`src/rtl/ea16_pkg.sv`:
```
package ea16_pkg;

  typedef enum logic [2:0] {
    SEG_EXTRA  = 3'd0,
    SEG_CODE   = 3'd1,
    SEG_STACK  = 3'd2,
    SEG_DATA   = 3'd3,
    SEG_FOURTH = 3'd4,
    SEG_FIFTH  = 3'd5
  } segCode_t;

  // displacement kind doubles as the consumed byte count
  typedef enum logic [1:0] {
    DISP_NONE = 2'd0,
    DISP_BYTE = 2'd1,
    DISP_WORD = 2'd2
  } dispKind_t;

  typedef struct packed {
    logic      load;
    logic      useBx;
    logic      useBp;
    logic      useSi;
    logic      useDi;
    dispKind_t dispKind;
    logic      stackDflt;
    logic      invalid;
  } eaCtrl_t;

endpackage

```
`src/rtl/ea16_ctrl.sv`:
```
module ea16_ctrl
  import ea16_pkg::*;
(
  input  logic       clk,
  input  logic       rst,
  input  logic       startIn,
  input  logic [7:0] formByte,
  output eaCtrl_t    ctrl,
  output logic       resValid
);

  logic [1:0] mode;
  logic [2:0] rm;
  logic [2:0] unusedOpField;

  assign mode          = formByte[7:6];
  assign rm            = formByte[2:0];
  assign unusedOpField = formByte[5:3];

  always_comb begin
    ctrl          = '0;
    ctrl.load     = startIn;
    ctrl.dispKind = DISP_NONE;
    if (mode == 2'd3) begin
      ctrl.invalid = 1'b1;
    end else begin
      unique case (rm)
        3'd0: begin ctrl.useBx = 1'b1; ctrl.useSi = 1'b1; end
        3'd1: begin ctrl.useBx = 1'b1; ctrl.useDi = 1'b1; end
        3'd2: begin ctrl.useBp = 1'b1; ctrl.useSi = 1'b1; ctrl.stackDflt = 1'b1; end
        3'd3: begin ctrl.useBp = 1'b1; ctrl.useDi = 1'b1; ctrl.stackDflt = 1'b1; end
        3'd4: ctrl.useSi = 1'b1;
        3'd5: ctrl.useDi = 1'b1;
        3'd6: begin ctrl.useBp = 1'b1; ctrl.stackDflt = 1'b1; end
        default: ctrl.useBx = 1'b1;
      endcase
      unique case (mode)
        2'd1:    ctrl.dispKind = DISP_BYTE;
        2'd2:    ctrl.dispKind = DISP_WORD;
        default: ctrl.dispKind = DISP_NONE;
      endcase
      // direct address form: word displacement only, no stack promotion
      if (mode == 2'd0 && rm == 3'd6) begin
        ctrl.useBp     = 1'b0;
        ctrl.stackDflt = 1'b0;
        ctrl.dispKind  = DISP_WORD;
      end
    end
  end

  always_ff @(posedge clk) begin
    if (rst) resValid <= 1'b0;
    else     resValid <= startIn;
  end

  // an illegal form never selects a register
  assert_invalid_no_regs_R5: assert property (@(posedge clk) disable iff (rst)
    (startIn && mode == 2'd3) |-> !(ctrl.useBx || ctrl.useBp || ctrl.useSi || ctrl.useDi));

endmodule

```
`src/rtl/ea16_dp.sv`:
```
module ea16_dp
  import ea16_pkg::*;
#(
  parameter int REG_W  = 32,
  parameter int ADDR_W = 16
) (
  input  logic              clk,
  input  logic              rst,
  input  eaCtrl_t           ctrl,
  input  logic [7:0]        dispLo,
  input  logic [7:0]        dispHi,
  input  logic [REG_W-1:0]  regBx,
  input  logic [REG_W-1:0]  regBp,
  input  logic [REG_W-1:0]  regSi,
  input  logic [REG_W-1:0]  regDi,
  input  logic              ovrValid,
  input  logic [2:0]        ovrSeg,
  output logic [ADDR_W-1:0] resOffset,
  output logic [1:0]        resCount,
  output logic              resInvalid,
  output logic [2:0]        resSeg
);

  localparam int SEXT_W = ADDR_W - 8;

  logic [ADDR_W-1:0] bxLow, bpLow, siLow, diLow;
  logic [ADDR_W-1:0] dispVal, sumNext;
  logic [2:0]        segNext;

  generate
    if (REG_W > ADDR_W) begin : g_trunc
      logic unusedHigh;
      assign unusedHigh = ^{regBx[REG_W-1:ADDR_W], regBp[REG_W-1:ADDR_W],
                            regSi[REG_W-1:ADDR_W], regDi[REG_W-1:ADDR_W]};
      assign bxLow = regBx[ADDR_W-1:0];
      assign bpLow = regBp[ADDR_W-1:0];
      assign siLow = regSi[ADDR_W-1:0];
      assign diLow = regDi[ADDR_W-1:0];
    end else begin : g_widen
      assign bxLow = ADDR_W'(regBx);
      assign bpLow = ADDR_W'(regBp);
      assign siLow = ADDR_W'(regSi);
      assign diLow = ADDR_W'(regDi);
    end
  endgenerate

  always_comb begin
    unique case (ctrl.dispKind)
      DISP_BYTE: dispVal = {{SEXT_W{dispLo[7]}}, dispLo};
      DISP_WORD: dispVal = ADDR_W'({dispHi, dispLo});
      default:   dispVal = '0;
    endcase
  end

  always_comb begin
    sumNext = dispVal;
    if (ctrl.useBx) sumNext = sumNext + bxLow;
    if (ctrl.useBp) sumNext = sumNext + bpLow;
    if (ctrl.useSi) sumNext = sumNext + siLow;
    if (ctrl.useDi) sumNext = sumNext + diLow;
  end

  always_comb begin
    if (ovrValid)            segNext = ovrSeg;
    else if (ctrl.stackDflt) segNext = SEG_STACK;
    else                     segNext = SEG_DATA;
  end

  always_ff @(posedge clk) begin
    if (rst) begin
      resOffset  <= '0;
      resCount   <= '0;
      resInvalid <= 1'b0;
      resSeg     <= SEG_DATA;
    end else if (ctrl.load) begin
      resOffset  <= sumNext;
      resCount   <= ctrl.dispKind;
      resInvalid <= ctrl.invalid;
      resSeg     <= segNext;
    end
  end

  // without a load the result registers keep their value
  assert_hold_R8: assert property (@(posedge clk) disable iff (rst)
    !ctrl.load |=> ($stable(resOffset) && $stable(resCount) && $stable(resSeg)));

  // the consumed count never reaches 3
  assert_count_range_R4: assert property (@(posedge clk) disable iff (rst)
    resCount != 2'd3);

endmodule

```
`src/rtl/ea16_decode.sv`:
```
module ea16_decode
  import ea16_pkg::*;
#(
  parameter int REG_W  = 32,
  parameter int ADDR_W = 16
) (
  input  logic              clk,
  input  logic              rst,
  input  logic              startIn,
  input  logic [7:0]        formByte,
  input  logic [7:0]        dispLo,
  input  logic [7:0]        dispHi,
  input  logic [REG_W-1:0]  regBx,
  input  logic [REG_W-1:0]  regBp,
  input  logic [REG_W-1:0]  regSi,
  input  logic [REG_W-1:0]  regDi,
  input  logic              ovrValid,
  input  logic [2:0]        ovrSeg,
  output logic              resValid,
  output logic [ADDR_W-1:0] resOffset,
  output logic [1:0]        resCount,
  output logic              resInvalid,
  output logic [2:0]        resSeg
);

  eaCtrl_t ctrl;

  ea16_ctrl u_ctrl (
    .clk      (clk),
    .rst      (rst),
    .startIn  (startIn),
    .formByte (formByte),
    .ctrl     (ctrl),
    .resValid (resValid)
  );

  ea16_dp #(.REG_W(REG_W), .ADDR_W(ADDR_W)) u_dp (
    .clk        (clk),
    .rst        (rst),
    .ctrl       (ctrl),
    .dispLo     (dispLo),
    .dispHi     (dispHi),
    .regBx      (regBx),
    .regBp      (regBp),
    .regSi      (regSi),
    .regDi      (regDi),
    .ovrValid   (ovrValid),
    .ovrSeg     (ovrSeg),
    .resOffset  (resOffset),
    .resCount   (resCount),
    .resInvalid (resInvalid),
    .resSeg     (resSeg)
  );

  // an invalid result carries no offset and no consumed bytes
  assert_invalid_clear_R5: assert property (@(posedge clk) disable iff (rst)
    (resValid && resInvalid) |-> (resOffset == '0 && resCount == 2'd0));

  // a result strobe only follows a request
  assert_valid_after_start_R8: assert property (@(posedge clk) disable iff (rst)
    resValid |-> $past(startIn));

  // the direct form without override stays on the data segment
  assert_direct_data_seg_R6: assert property (@(posedge clk) disable iff (rst)
    (resValid && $past(formByte) == 8'h06 && !$past(ovrValid)) |-> resSeg == SEG_DATA);

endmodule

```
`config.mk`:
```
export PLATFORM = sky130hd
export DESIGN_NAME = ea16_decode
export DESIGN_NICKNAME = d
export VERILOG_FILES = /design/src/rtl/ea16_pkg.sv /design/src/rtl/ea16_ctrl.sv /design/src/rtl/ea16_dp.sv /design/src/rtl/ea16_decode.sv
export SDC_FILE = /design/constraint.sdc
export NUM_CORES = 1
export LEC_CHECK = 0
export BUFFER_PORTS_ARGS = -buffer_cell sky130_fd_sc_hd__buf_2
export CORE_MARGIN = 2
export CORE_UTILIZATION = 46
export DETAILED_ROUTE_END_ITERATION = 10
export PLACE_DENSITY = 0.83
export RECOVER_POWER = 25
export SYNTH_ARGS = -nofsm -noshare
export SYNTH_HDL_FRONTEND = slang
export SYNTH_HIERARCHICAL = 1
export SYNTH_SLANG_ARGS = --single-unit
```
`constraint.sdc`:
```
create_clock -name clk -period 8.49 [get_ports clk]
set_input_delay 0.849 -clock clk [delete_from_list [all_inputs] [get_ports clk]]
set_output_delay 0.849 -clock clk [all_outputs]
set_load 0.02 [all_outputs]
```
**Word level (Yosys, flattened, before mapping)**

Cells that the tools add are included.

- Output and inout bits: 23
- Input bits: 159
- Register bits: 23
- Word-level logic and storage cells: 43

- Mux-type cells: 16
- Reductions and logical operators: 7
- Equality and inequality tests: 11
- Add/subtract/negate cells: 4

Operators with widths:

| cell | number |
|---|---|
| 16-bit adder | 4 |
| 16-bit two-way mux | 4 |
| 16-bit one-hot mux with 2 select lines | 1 |
| 3-bit equality test, second input constant | 3 |
| 3-bit OR reduction | 3 |
| 1-bit two-way mux | 7 |
| 7-bit two-way mux | 1 |
| 2-bit equality test, second input constant | 3 |
| 3-bit by 2-bit equality test with 1-bit output, second input constant | 2 |
| 3-bit two-way mux | 2 |
| 5-bit OR reduction | 1 |
| 2-bit by 1-bit equality test with 1-bit output, second input constant | 2 |
| 2-bit one-hot mux with 2 select lines | 1 |
| 3-bit by 1-bit equality test with 1-bit output, second input constant | 1 |
| 3-bit zero test | 1 |
| 2-bit zero test | 1 |
| 1-bit logical AND | 1 |

**Logic depth before layout (Yosys ltp)**

Gate-level depths: netlist of the first run.

- Word-level depth: 15
- Depth in mapped cells: 44
- Depth with buffers taken out: 43

**Cells and area by module**

The synthesis of the first run kept the hierarchy.

By module, submodules not included:

| module | instances | area each (um2) | sequential area each (um2) | cells each |
|---|---|---|---|---|
| ea16_dp | 1 | 4679.5 | 440.4 | 637 |
| ea16_ctrl | 1 | 138.9 | 20.0 | 19 |

**Least setup slack after synthesis of the first run**

Ideal clock, no wire load.

- Path type: in2reg
- Start point: input port formByte[0]
- End point: register u_dp.resOffset[15]
- Setup time: 0.134 ns
- Buffers on the path: 2
- Data arrival time: 8.272 ns
- Data required time: 8.356 ns
- Cell stages on the path: 43
- Path slack: 0.084 ns
- Path through: nand3b_1 -> a21oi_1 -> ha_1 -> buf_4 -> o21ba_1 -> buf_6 -> and2_1 -> ha_1 -> inv_1 -> fa_1 -> nor2b_1 -> o21ai_1 -> a21boi_1 -> o21a_1 -> o21ai_0 -> a31o_2 -> nand2_1 -> ha_1 -> [7 not listed] -> a21oi_1 -> ha_1 -> a21oi_1 -> nand2_1 -> a2111oi_0 -> nor2_1 -> xor2_1 -> nand2_1 -> o31ai_2 -> ha_1 -> and4_1 -> a221oi_1 -> nand4_1 -> mux2_2 -> nand3_1 -> xnor2_1 -> o21bai_1 -> o311ai_1

RTL lines:

| element | RTL line | source |
|---|---|---|
| start, declared | ea16_decode.sv:10 | `input logic [7:0] formByte,` |
| end signal, assigned | ea16_dp.sv:76 | `resOffset <= sumNext;` |
| end, declared | ea16_dp.sv:18 | `output logic [ADDR_W-1:0] resOffset,` |

==> impl_results.html, run 1 <==
<table>
<tr><th>Metric</th><th>Value</th></tr>
<tr><th colspan="2">Global route</th></tr>
<tr><td>Pin count of the biggest net entering global routing</td><td>40</td></tr>
<tr><td>Overall routing resource usage</td><td>23.9%</td></tr>
<tr><td>Initial antenna violation count</td><td>1</td></tr>
<tr><td>Aggregate global routing overflow</td><td>0</td></tr>
<tr><td>Wire length of the first global-routing pass</td><td>22,600 um</td></tr>
<tr><td>Number of global-route vias before repair</td><td>5,086</td></tr>
<tr><th colspan="2">Floorplanning</th></tr>
<tr><td>Standard cell core area</td><td>0.0102 mm^2</td></tr>
<tr><td>Starting density of the core</td><td>47.1%</td></tr>
<tr><td>Boundary pin count</td><td>182</td></tr>
<tr><td>Die footprint</td><td>0.0113 mm^2</td></tr>
<tr><td>Floorplan row count</td><td>37</td></tr>
<tr><td>Vertical die dimension</td><td>106 um</td></tr>
<tr><td>Die span in x</td><td>106 um</td></tr>
<tr><th colspan="2">Drt</th></tr>
<tr><td>Uppermost layer routed</td><td>met5</td></tr>
<tr><td>Via-to-Cell Ratio</td><td>5.73</td></tr>
<tr><td>Detailed Route WL</td><td>14,700 um</td></tr>
<tr><td>Number of nets with antenna violations after routing</td><td>0</td></tr>
<tr><td>Post-route DRC violation count</td><td>1</td></tr>
<tr><td>Met2 routed WL</td><td>7180 um</td></tr>
<tr><td>Wire per inst</td><td>14.9 um</td></tr>
<tr><td>Number of search-and-repair iterations in the first detailed-routing pass</td><td>8</td></tr>
<tr><td>Length of routed wiring on met1</td><td>6460 um</td></tr>
<tr><td>Via count</td><td>5,668</td></tr>
<tr><td>Number of DRC markers after the initial detailed-route iteration</td><td>329</td></tr>
<tr><td>Met3 WL</td><td>785 um</td></tr>
<tr><th colspan="2">CTS</th></tr>
<tr><td>Count of clock tree sinks</td><td>23</td></tr>
<tr><td>Number of hold buffers added after CTS</td><td>0</td></tr>
<tr><td>Clock tree from TritonCTS</td><td>yes</td></tr>
<tr><td>Clk pin slew, worst setup/hold paths</td><td>80 ps</td></tr>
<tr><td>Worst-skew pair later-pin latency</td><td>270 ps</td></tr>
<tr><td>Buffer levels on the longest clock path</td><td>2</td></tr>
<tr><td>TritonCTS Buffers</td><td>3</td></tr>
<tr><td>Depth of the CTS H-tree</td><td>1</td></tr>
<tr><td>Clock tree root buffer cell</td><td>sky130_fd_sc_hd__clkbuf_8</td></tr>
<tr><th colspan="2">Logic synthesis</th></tr>
<tr><td>Portion of the post-synthesis area used by sequential elements</td><td>9.56%</td></tr>
<tr><td>Ys Warns</td><td>6</td></tr>
<tr><td>Synthesized area per cell</td><td>7.35 um^2</td></tr>
<tr><td>Number of enable flip-flop cells after synthesis</td><td>0</td></tr>
<tr><td>Post-synth top area share</td><td>17.7%</td></tr>
<tr><td>Post-synth top area cell</td><td>sky130_fd_sc_hd__ha_1</td></tr>
<tr><td>Summed instance area of the synthesized netlist</td><td>0.00482 mm^2</td></tr>
<tr><td>Cell count after synthesis</td><td>656</td></tr>
<tr><td>Most common cell in the synthesized netlist</td><td>sky130_fd_sc_hd__nand2_1</td></tr>
<tr><td>Syn nets</td><td>887</td></tr>
<tr><td>Top area cells in the synthesized netlist</td><td>sky130_fd_sc_hd__ha_1 (18%), sky130_fd_sc_hd__dfxtp_1 (9.6%), sky130_fd_sc_hd__nand2_1 (6.2%)</td></tr>
<tr><td>Number of register bits inferred by synthesis</td><td>23</td></tr>
<tr><td>Asr flop ratio synth</td><td>0%</td></tr>
<tr><td>Post-synthesis cell type count</td><td>80</td></tr>
<tr><td>Synth top cells by count</td><td>sky130_fd_sc_hd__nand2_1 (79), sky130_fd_sc_hd__ha_1 (68), sky130_fd_sc_hd__a21oi_1 (59)</td></tr>
<tr><td>Top FF cell, synth</td><td>sky130_fd_sc_hd__dfxtp_1</td></tr>
<tr><th colspan="2">STA</th></tr>
<tr><td>Final hold viol count</td><td>0</td></tr>
<tr><td>Worst clock skew</td><td>0 ps</td></tr>
<tr><td>Actual slew at the worst max-slew pin</td><td>748 ps</td></tr>
<tr><td>Worst max-slew margin expressed relative to the limit</td><td>50.1%</td></tr>
<tr><td>Maximum achievable frequency</td><td>0.122 GHz</td></tr>
<tr><td>Number of max-slew violations in the final report</td><td>0</td></tr>
<tr><td>Tmin final</td><td>8220 ps</td></tr>
<tr><td>Setup-failing EPs final</td><td>0</td></tr>
<tr><td>Share of the cycle needed by the critical path after routing</td><td>96.9%</td></tr>
<tr><th colspan="2">Status</th></tr>
<tr><td>Outcome</td><td>finished with violations</td></tr>
<tr><td>Failing checks</td><td>design-rule violations</td></tr>
<tr><th colspan="2">Setup path</th></tr>
<tr><td>Reg2Reg Depth</td><td>2</td></tr>
<tr><td>Critical path endpoint</td><td>u_dp/resOffset[15]</td></tr>
<tr><td>Data arrival time at the worst-slack endpoint</td><td>8360 ps</td></tr>
<tr><td>Capture point of the worst reg-to-reg path</td><td>u_dp/resOffset[6]</td></tr>
<tr><td>Capturing element type of the critical path</td><td>register</td></tr>
<tr><td>Worst reg-to-reg setup slack</td><td>7700 ps</td></tr>
<tr><td>Setup CP Type</td><td>primary input to register</td></tr>
<tr><td>Worst R2R Start</td><td>u_dp/resOffset[6]</td></tr>
<tr><td>Peak per-stage delay on the critical path</td><td>370 ps</td></tr>
<tr><td>Highest-delay cell along the critical path</td><td>sky130_fd_sc_hd__or3_4</td></tr>
<tr><td>Data required time of the critical path</td><td>8620 ps</td></tr>
<tr><td>Depth of the critical timing path with buffers and inverters included</td><td>47</td></tr>
<tr><td>Source of the critical timing path</td><td>formByte[0]</td></tr>
<tr><td>Category of cells accounting for the largest share of critical-path delay</td><td>compound AO/OA/AOI/OAI gates</td></tr>
<tr><td>CP bufs+invs</td><td>8</td></tr>
<tr><td>Startpoint class of the critical path</td><td>primary input</td></tr>
<tr><td>Top fanout value on the critical path</td><td>8</td></tr>
<tr><th colspan="2">Job</th></tr>
<tr><td>MaxCap Viol Count</td><td>0</td></tr>
<tr><th colspan="2">Power</th></tr>
<tr><td>Total power density per cell area</td><td>131 mW/mm^2</td></tr>
<tr><td>Comb power frac</td><td>77.2%</td></tr>
<tr><td>Sequential fraction of design power</td><td>14.6%</td></tr>
<tr><td>Worst VDD drop</td><td>0.0781 mV</td></tr>
<tr><td>Switching share of total power</td><td>44.9%</td></tr>
<tr><td>Leakage power total</td><td>3.25 nW</td></tr>
<tr><td>Part of the power in the clock network</td><td>8.2%</td></tr>
<tr><td>Overall Power</td><td>0.855 mW</td></tr>
<tr><td>Internal power consumption</td><td>0.471 mW</td></tr>
<tr><td>Psw</td><td>0.384 mW</td></tr>
<tr><th colspan="2">Place</th></tr>
<tr><td>DP Wirelength</td><td>11,300 um</td></tr>
<tr><td>Input/output buffers</td><td>114</td></tr>
<tr><td>RePlAce Congestion</td><td>0.916</td></tr>
<tr><td>Area after DPL</td><td>0.00610 mm^2</td></tr>
<tr><th colspan="2">Cells and area</th></tr>
<tr><td>Final std cell area, no fill</td><td>0.00651 mm^2</td></tr>
<tr><td>Area of the multi-input gates</td><td>0.00438 mm^2</td></tr>
<tr><td>Register area</td><td>460 um^2</td></tr>
<tr><td>Number of nets in the finished design</td><td>1,085</td></tr>
<tr><td>Share of layout cells above drive strength 1</td><td>32.1%</td></tr>
<tr><td>Layout fillers</td><td>918</td></tr>
<tr><td>Utilization of the core after routing</td><td>63.6%</td></tr>
<tr><td>Area growth from synthesis to layout</td><td>35.1%</td></tr>
<tr><td>Number of diodes added for antenna fixing</td><td>0</td></tr>
<tr><th colspan="2">Hold path</th></tr>
<tr><td>HP Class</td><td>register to register</td></tr>
<tr><td>Startpoint of the lowest-slack hold path</td><td>u_dp/resOffset[1]</td></tr>
</table>
-- per-stage QoR --
stage / hold WS [ps] / std cells / TNS (ps) / worst slack (ps)
after detailed placement: 455 / 970 / -514 / -507
after global placement: 453 / 970 / -409 / -409
after floorplan: 544 / 656 / 0 / 83.5
after CTS: 469 / 975 / 0 / 16.7
after global routing: 504 / 989 / -42.6 / -42.6
final: 470 / 989 / 0 / 266
-- sequential cells by signal, indices dropped and copies added (netlist names) --
| signal | cells |
|---|---|
| u_dp/resCount | 2 |
| u_ctrl/resValid | 1 |
| u_dp/resSeg | 3 |
| u_dp/resInvalid | 1 |
| u_dp/resOffset | 16 |
-- power by group through the flow --
stage	sequential (mW)	combinational [mW]	clock [mW]
after floorplan	0.141	0.390	0
after global placement	0.127	0.583	0
final	0.125	0.660	0.0701
after detailed placement	0.127	0.596	0
after global routing	0.126	0.721	0.0756
after CTS	0.125	0.609	0.0715
-- per-layer routing --
| layer | GRT usage, % | vias to the layer above |
|---|---|---|
| met1 | 30.6 | 2639 |
| met4 | 5.45 | 2 |
| met2 | 42.7 | 177 |
| li1 | - | 2824 |
| met3 | 2.64 | 26 |
| met5 | 0 | - |
-- repair_timing --
item | in CTS | in global routing
setup buffers | 1 | 14
endpoints found under the setup margin | 1 | 3
hold endpoints to repair | 0 | 0
pin swaps | 3 | 38
gates resized for setup | 10 | 45
-- worst reg2reg max path, stage by stage (launching register included) --
cell	delay, ps
sky130_fd_sc_hd__dfxtp_1	320
sky130_fd_sc_hd__nor3b_1	130
sky130_fd_sc_hd__a211o_1	240
-- cell families (layout without fill, tap and decap cells) --
kind of cell	count (synthesis)	in the layout	share of synthesized area [%]
buffers and inverters	57	254	5.14
AND/OR/NAND/NOR	221	221	22.3
flip-flops	23	23	9.56
adder cells (fa/ha/maj)	72	72	19.3
AO/OA/AOI/OAI	221	221	31.2
XOR/XNOR	40	40	7.27
multiplexers	22	22	5.17
-- placed cells by master (no fill, tap or decap), drive strengths merged, types with 4 or more instances in the layout --
cell type	n
a211o	5
a211oi	13
a21boi	5
a21o	27
a21oi	60
a31oi	11
and2	8
and3	8
buf	207
clkbuf	12
dfxtp	23
fa	4
ha	68
inv	34
mux2	10
mux2i	12
nand2	79
nand2b	10
nand3	18
nand3b	4
nor2	41
nor2b	10
nor3	16
nor3b	6
o211ai	9
o21a	9
o21ai	36
o21bai	6
o31ai	7
or3	5
xnor2	23
xor2	17
-- cell type report --
type | instances | area share, %
clock buffers | 4 | 0.692
inverters | 35 | 2.02
flip-flops and latches | 23 | 7.07
multi-input cells | 576 | 67.3
well taps | 136 | 2.61
repair buffers | 215 | 20.3
-- worst min-delay path by stage --
stage	to	slack, ps	depth (start not counted)
floorplan	u_dp/resSeg[2]	540	2
global placement	u_dp/resSeg[2]	450	2
detailed placement	u_dp/resOffset[1]	450	2
CTS	u_dp/resOffset[1]	470	2
global route	u_dp/resOffset[4]	500	2
finish	u_dp/resOffset[1]	470	2
No activity file was read; power rests on OpenSTA's default activity.
==> inputs of run 2 (changes only) <==
--- a/config.mk
+++ b/config.mk
@@ -10,7 +10,6 @@
 export CORE_UTILIZATION = 46
 export DETAILED_ROUTE_END_ITERATION = 10
 export PLACE_DENSITY = 0.83
-export RECOVER_POWER = 25
 export SYNTH_ARGS = -nofsm -noshare
 export SYNTH_HDL_FRONTEND = slang
 export SYNTH_HIERARCHICAL = 1
==> run 2 against run 1 <==
Power hardly changed. The flow now finishes without violations. Routed wire length shrank 0.27%. Critical endpoint unchanged. Setup slack got worse by 3.6 ps.
==> impl_results.html, run 2 (same netlist as run 1, synthesis figures left out) <==
<table>
<tr><th>Metric</th><th>Value</th></tr>
<tr><th colspan="2">Status</th></tr>
<tr><td>Outcome</td><td>finished, final reports clean (was finished with violations)</td></tr>
<tr><th colspan="2">Cells and area</th></tr>
<tr><td>Share of layout cells above drive strength 1</td><td>33.1% (was 32.1%)</td></tr>
<tr><td>Final std cell area, no fill</td><td>0.00652 mm^2 (was 0.00651 mm^2)</td></tr>
<tr><td>Commonest non-fill, non-tap cell in the layout</td><td>sky130_fd_sc_hd__buf_2 (unchanged)</td></tr>
<tr><td>Number of nets in the finished design</td><td>1,085 (unchanged)</td></tr>
<tr><td>Layout fillers</td><td>915 (was 918)</td></tr>
<tr><td>Area growth from synthesis to layout</td><td>35.3% (was 35.1%)</td></tr>
<tr><td>Leading cell types in the layout, fill and taps excluded</td><td>sky130_fd_sc_hd__buf_2 (114), sky130_fd_sc_hd__buf_4 (100), sky130_fd_sc_hd__nand2_1 (78) (was sky130_fd_sc_hd__buf_2 (106), sky130_fd_sc_hd__buf_4 (100), sky130_fd_sc_hd__nand2_1 (78))</td></tr>
<tr><td>Number of diodes added for antenna fixing</td><td>0 (unchanged)</td></tr>
<tr><td>Registers with the highest flip-flop counts</td><td>u_dp/resOffset (16), u_dp/resSeg (3), u_dp/resCount (2) (unchanged)</td></tr>
<tr><td>Largest register FFs</td><td>16 (unchanged)</td></tr>
<tr><td>Biggest register</td><td>u_dp/resOffset (unchanged)</td></tr>
<tr><th colspan="2">STA</th></tr>
<tr><td>Worst clock skew</td><td>0 ps (unchanged)</td></tr>
<tr><td>Final hold viol count</td><td>0 (unchanged)</td></tr>
<tr><td>Sum Neg Setup Slack</td><td>0 ps (unchanged)</td></tr>
<tr><td>Number of max-slew violations in the final report</td><td>0 (unchanged)</td></tr>
<tr><td>Actual slew at the worst max-slew pin</td><td>743 ps (was 748 ps)</td></tr>
<tr><td>Tmin final</td><td>8230 ps (was 8220 ps)</td></tr>
<tr><td>Share of the cycle needed by the critical path after routing</td><td>96.9% (about the same)</td></tr>
<tr><td>Worst max-slew margin expressed relative to the limit</td><td>50.4% (was 50.1%)</td></tr>
<tr><td>Maximum achievable frequency</td><td>0.122 GHz (about the same)</td></tr>
<tr><td>Final worst setup slack</td><td>262 ps (was 266 ps)</td></tr>
<tr><td>Setup-failing EPs final</td><td>0 (unchanged)</td></tr>
<tr><th colspan="2">Floorplanning</th></tr>
<tr><td>Die span in x</td><td>106 um (unchanged)</td></tr>
<tr><td>Floorplan row count</td><td>37 (unchanged)</td></tr>
<tr><td>Vertical die dimension</td><td>106 um (unchanged)</td></tr>
<tr><td>Boundary pin count</td><td>182 (unchanged)</td></tr>
<tr><td>Standard cell core area</td><td>0.0102 mm^2 (unchanged)</td></tr>
<tr><td>Starting density of the core</td><td>47.1% (unchanged)</td></tr>
<tr><td>Die footprint</td><td>0.0113 mm^2 (unchanged)</td></tr>
<tr><th colspan="2">Power</th></tr>
<tr><td>Worst VDD drop</td><td>0.0779 mV (was 0.0781 mV)</td></tr>
<tr><td>Total power density per cell area</td><td>131 mW/mm^2 (about the same)</td></tr>
<tr><td>Overall Power</td><td>0.855 mW (about the same)</td></tr>
<tr><td>Leakage power total</td><td>3.28 nW (was 3.25 nW)</td></tr>
<tr><td>Part of the power in the clock network</td><td>8.2% (about the same)</td></tr>
<tr><td>Psw</td><td>0.383 mW (was 0.384 mW)</td></tr>
<tr><td>Internal power consumption</td><td>0.472 mW (was 0.471 mW)</td></tr>
<tr><td>Comb power frac</td><td>77.2% (about the same)</td></tr>
<tr><td>Sequential fraction of design power</td><td>14.6% (about the same)</td></tr>
<tr><td>Switching share of total power</td><td>44.8% (was 44.9%)</td></tr>
<tr><th colspan="2">Setup path</th></tr>
<tr><td>Setup CP Type</td><td>primary input to register (unchanged)</td></tr>
<tr><td>Highest-delay cell along the critical path</td><td>sky130_fd_sc_hd__or3_4 (unchanged)</td></tr>
<tr><td>Data required time of the critical path</td><td>8620 ps (about the same)</td></tr>
<tr><td>Peak per-stage delay on the critical path</td><td>370 ps (about the same)</td></tr>
<tr><td>CP bufs+invs</td><td>8 (unchanged)</td></tr>
<tr><td>Startpoint class of the critical path</td><td>primary input (unchanged)</td></tr>
<tr><td>Top fanout value on the critical path</td><td>8 (unchanged)</td></tr>
<tr><td>Data arrival time at the worst-slack endpoint</td><td>8360 ps (about the same)</td></tr>
<tr><td>Category of cells accounting for the largest share of critical-path delay</td><td>compound AO/OA/AOI/OAI gates (unchanged)</td></tr>
<tr><td>Capturing element type of the critical path</td><td>register (unchanged)</td></tr>
<tr><th colspan="2">Drt</th></tr>
<tr><td>Post-route DRC violation count</td><td>0 (was 1)</td></tr>
<tr><td>Detailed Route WL</td><td>14,700 um (about the same)</td></tr>
<tr><td>Number of DRC markers after the initial detailed-route iteration</td><td>323 (was 329)</td></tr>
<tr><td>Via-to-Cell Ratio</td><td>5.71 (was 5.73)</td></tr>
<tr><td>Number of search-and-repair iterations in the first detailed-routing pass</td><td>5 (was 8)</td></tr>
<tr><td>Number of nets with antenna violations after routing</td><td>0 (unchanged)</td></tr>
<tr><td>Wire per inst</td><td>14.9 um (about the same)</td></tr>
<tr><td>Via count</td><td>5,647 (was 5,668)</td></tr>
<tr><th colspan="2">CTS</th></tr>
<tr><td>Clock tree root buffer cell</td><td>sky130_fd_sc_hd__clkbuf_8 (unchanged)</td></tr>
<tr><td>Worst-skew pair later-pin latency</td><td>270 ps (about the same)</td></tr>
<tr><td>Clock tree from TritonCTS</td><td>yes (unchanged)</td></tr>
<tr><td>Number of hold buffers added after CTS</td><td>0 (unchanged)</td></tr>
<tr><td>TritonCTS Buffers</td><td>3 (unchanged)</td></tr>
<tr><td>Buffer levels on the longest clock path</td><td>2 (unchanged)</td></tr>
<tr><td>Depth of the CTS H-tree</td><td>1 (unchanged)</td></tr>
<tr><td>Clk pin slew, worst setup/hold paths</td><td>80 ps (about the same)</td></tr>
<tr><td>Count of clock tree sinks</td><td>23 (unchanged)</td></tr>
<tr><th colspan="2">Place</th></tr>
<tr><td>RePlAce Congestion</td><td>0.916 (unchanged)</td></tr>
<tr><td>Setup Slack @ Placement</td><td>-507 ps (unchanged)</td></tr>
<tr><td>Input/output buffers</td><td>114 (unchanged)</td></tr>
<tr><td>DP Wirelength</td><td>11,300 um (unchanged)</td></tr>
<tr><td>Area after DPL</td><td>0.00610 mm^2 (unchanged)</td></tr>
<tr><th colspan="2">Global route</th></tr>
<tr><td>Initial antenna violation count</td><td>1 (unchanged)</td></tr>
<tr><td>Number of global-route vias before repair</td><td>5,086 (unchanged)</td></tr>
<tr><td>Overall routing resource usage</td><td>23.9% (unchanged)</td></tr>
<tr><td>Aggregate global routing overflow</td><td>0 (unchanged)</td></tr>
<tr><td>Wire length of the first global-routing pass</td><td>22,600 um (unchanged)</td></tr>
<tr><td>Pin count of the biggest net entering global routing</td><td>40 (unchanged)</td></tr>
<tr><th colspan="2">Hold path</th></tr>
<tr><td>HP Class</td><td>register to register (unchanged)</td></tr>
<tr><th colspan="2">Job</th></tr>
<tr><td>MaxCap Viol Count</td><td>0 (unchanged)</td></tr>
</table>
[run 2: final timing paths]
kind	cells after the start	end	start	slack (ps)
min reg2reg	2	u_dp/resOffset[1]	u_dp/resOffset[1]	470
max reg2reg	2	u_dp/resOffset[9]	u_dp/resOffset[9]	7700
max	47	u_dp/resOffset[15]	formByte[0]	260
min	2	u_dp/resOffset[1]	u_dp/resOffset[1]	470
[run 2: what timing repair did]
| action | 4_1_cts | 5_1_grt |
|---|---|---|
| gates cloned | 0 | 0 |
| resized for setup | 10 | 45 |
| setup buffers | 1 | 14 |
| setup endpoints to repair | 1 | 3 |
| pin swaps | 3 | 38 |
[run 2: layout make-up]
type                            instances  area (um^2)  area share [%]
Timing Repair Buffer                  215         1330            20.4
Clock buffer                            4         45.0           0.691
Inverter                               35          131            2.01
Multi-Input combinational cell        576         4380            67.2
Tap cell                              136          170            2.61
Sequential cell                        23          460            7.06
[run 2: routing by layer]
metal / track usage (%) / part of all wire [%] / up-vias
met4: 5.45 / 2.1 / 2
met2: 42.7 / 49 / 185
met3: 2.64 / 5.9 / 26
met1: 30.6 / 43 / 2614
li1: - / - / 2820
met5: 0 / 0.088 / -
[run 2: worst min-delay path: stages (launching register included)]
cell and delay (ps):
sky130_fd_sc_hd__dfxtp_1 310, sky130_fd_sc_hd__nand2b_1 60, sky130_fd_sc_hd__a21oi_1 50
[run 2: power groups by stage]
stage | registers (mW) | logic (mW) | clock network (mW)
after global routing | 0.126 | 0.722 | 0.0756
after floorplan | 0.141 | 0.390 | 0
after detailed placement | 0.127 | 0.596 | 0
after global placement | 0.127 | 0.583 | 0
after CTS | 0.125 | 0.609 | 0.0715
final | 0.125 | 0.660 | 0.0701
[run 2: stage by stage]
step	hold slack (ps)	utilization, %	cells
after floorplan	544	-	656
after global placement	453	59.6	970
after detailed placement	455	59.6	970
after CTS	469	60.6	975
after global routing	502	63.7	989
final	468	63.7	989
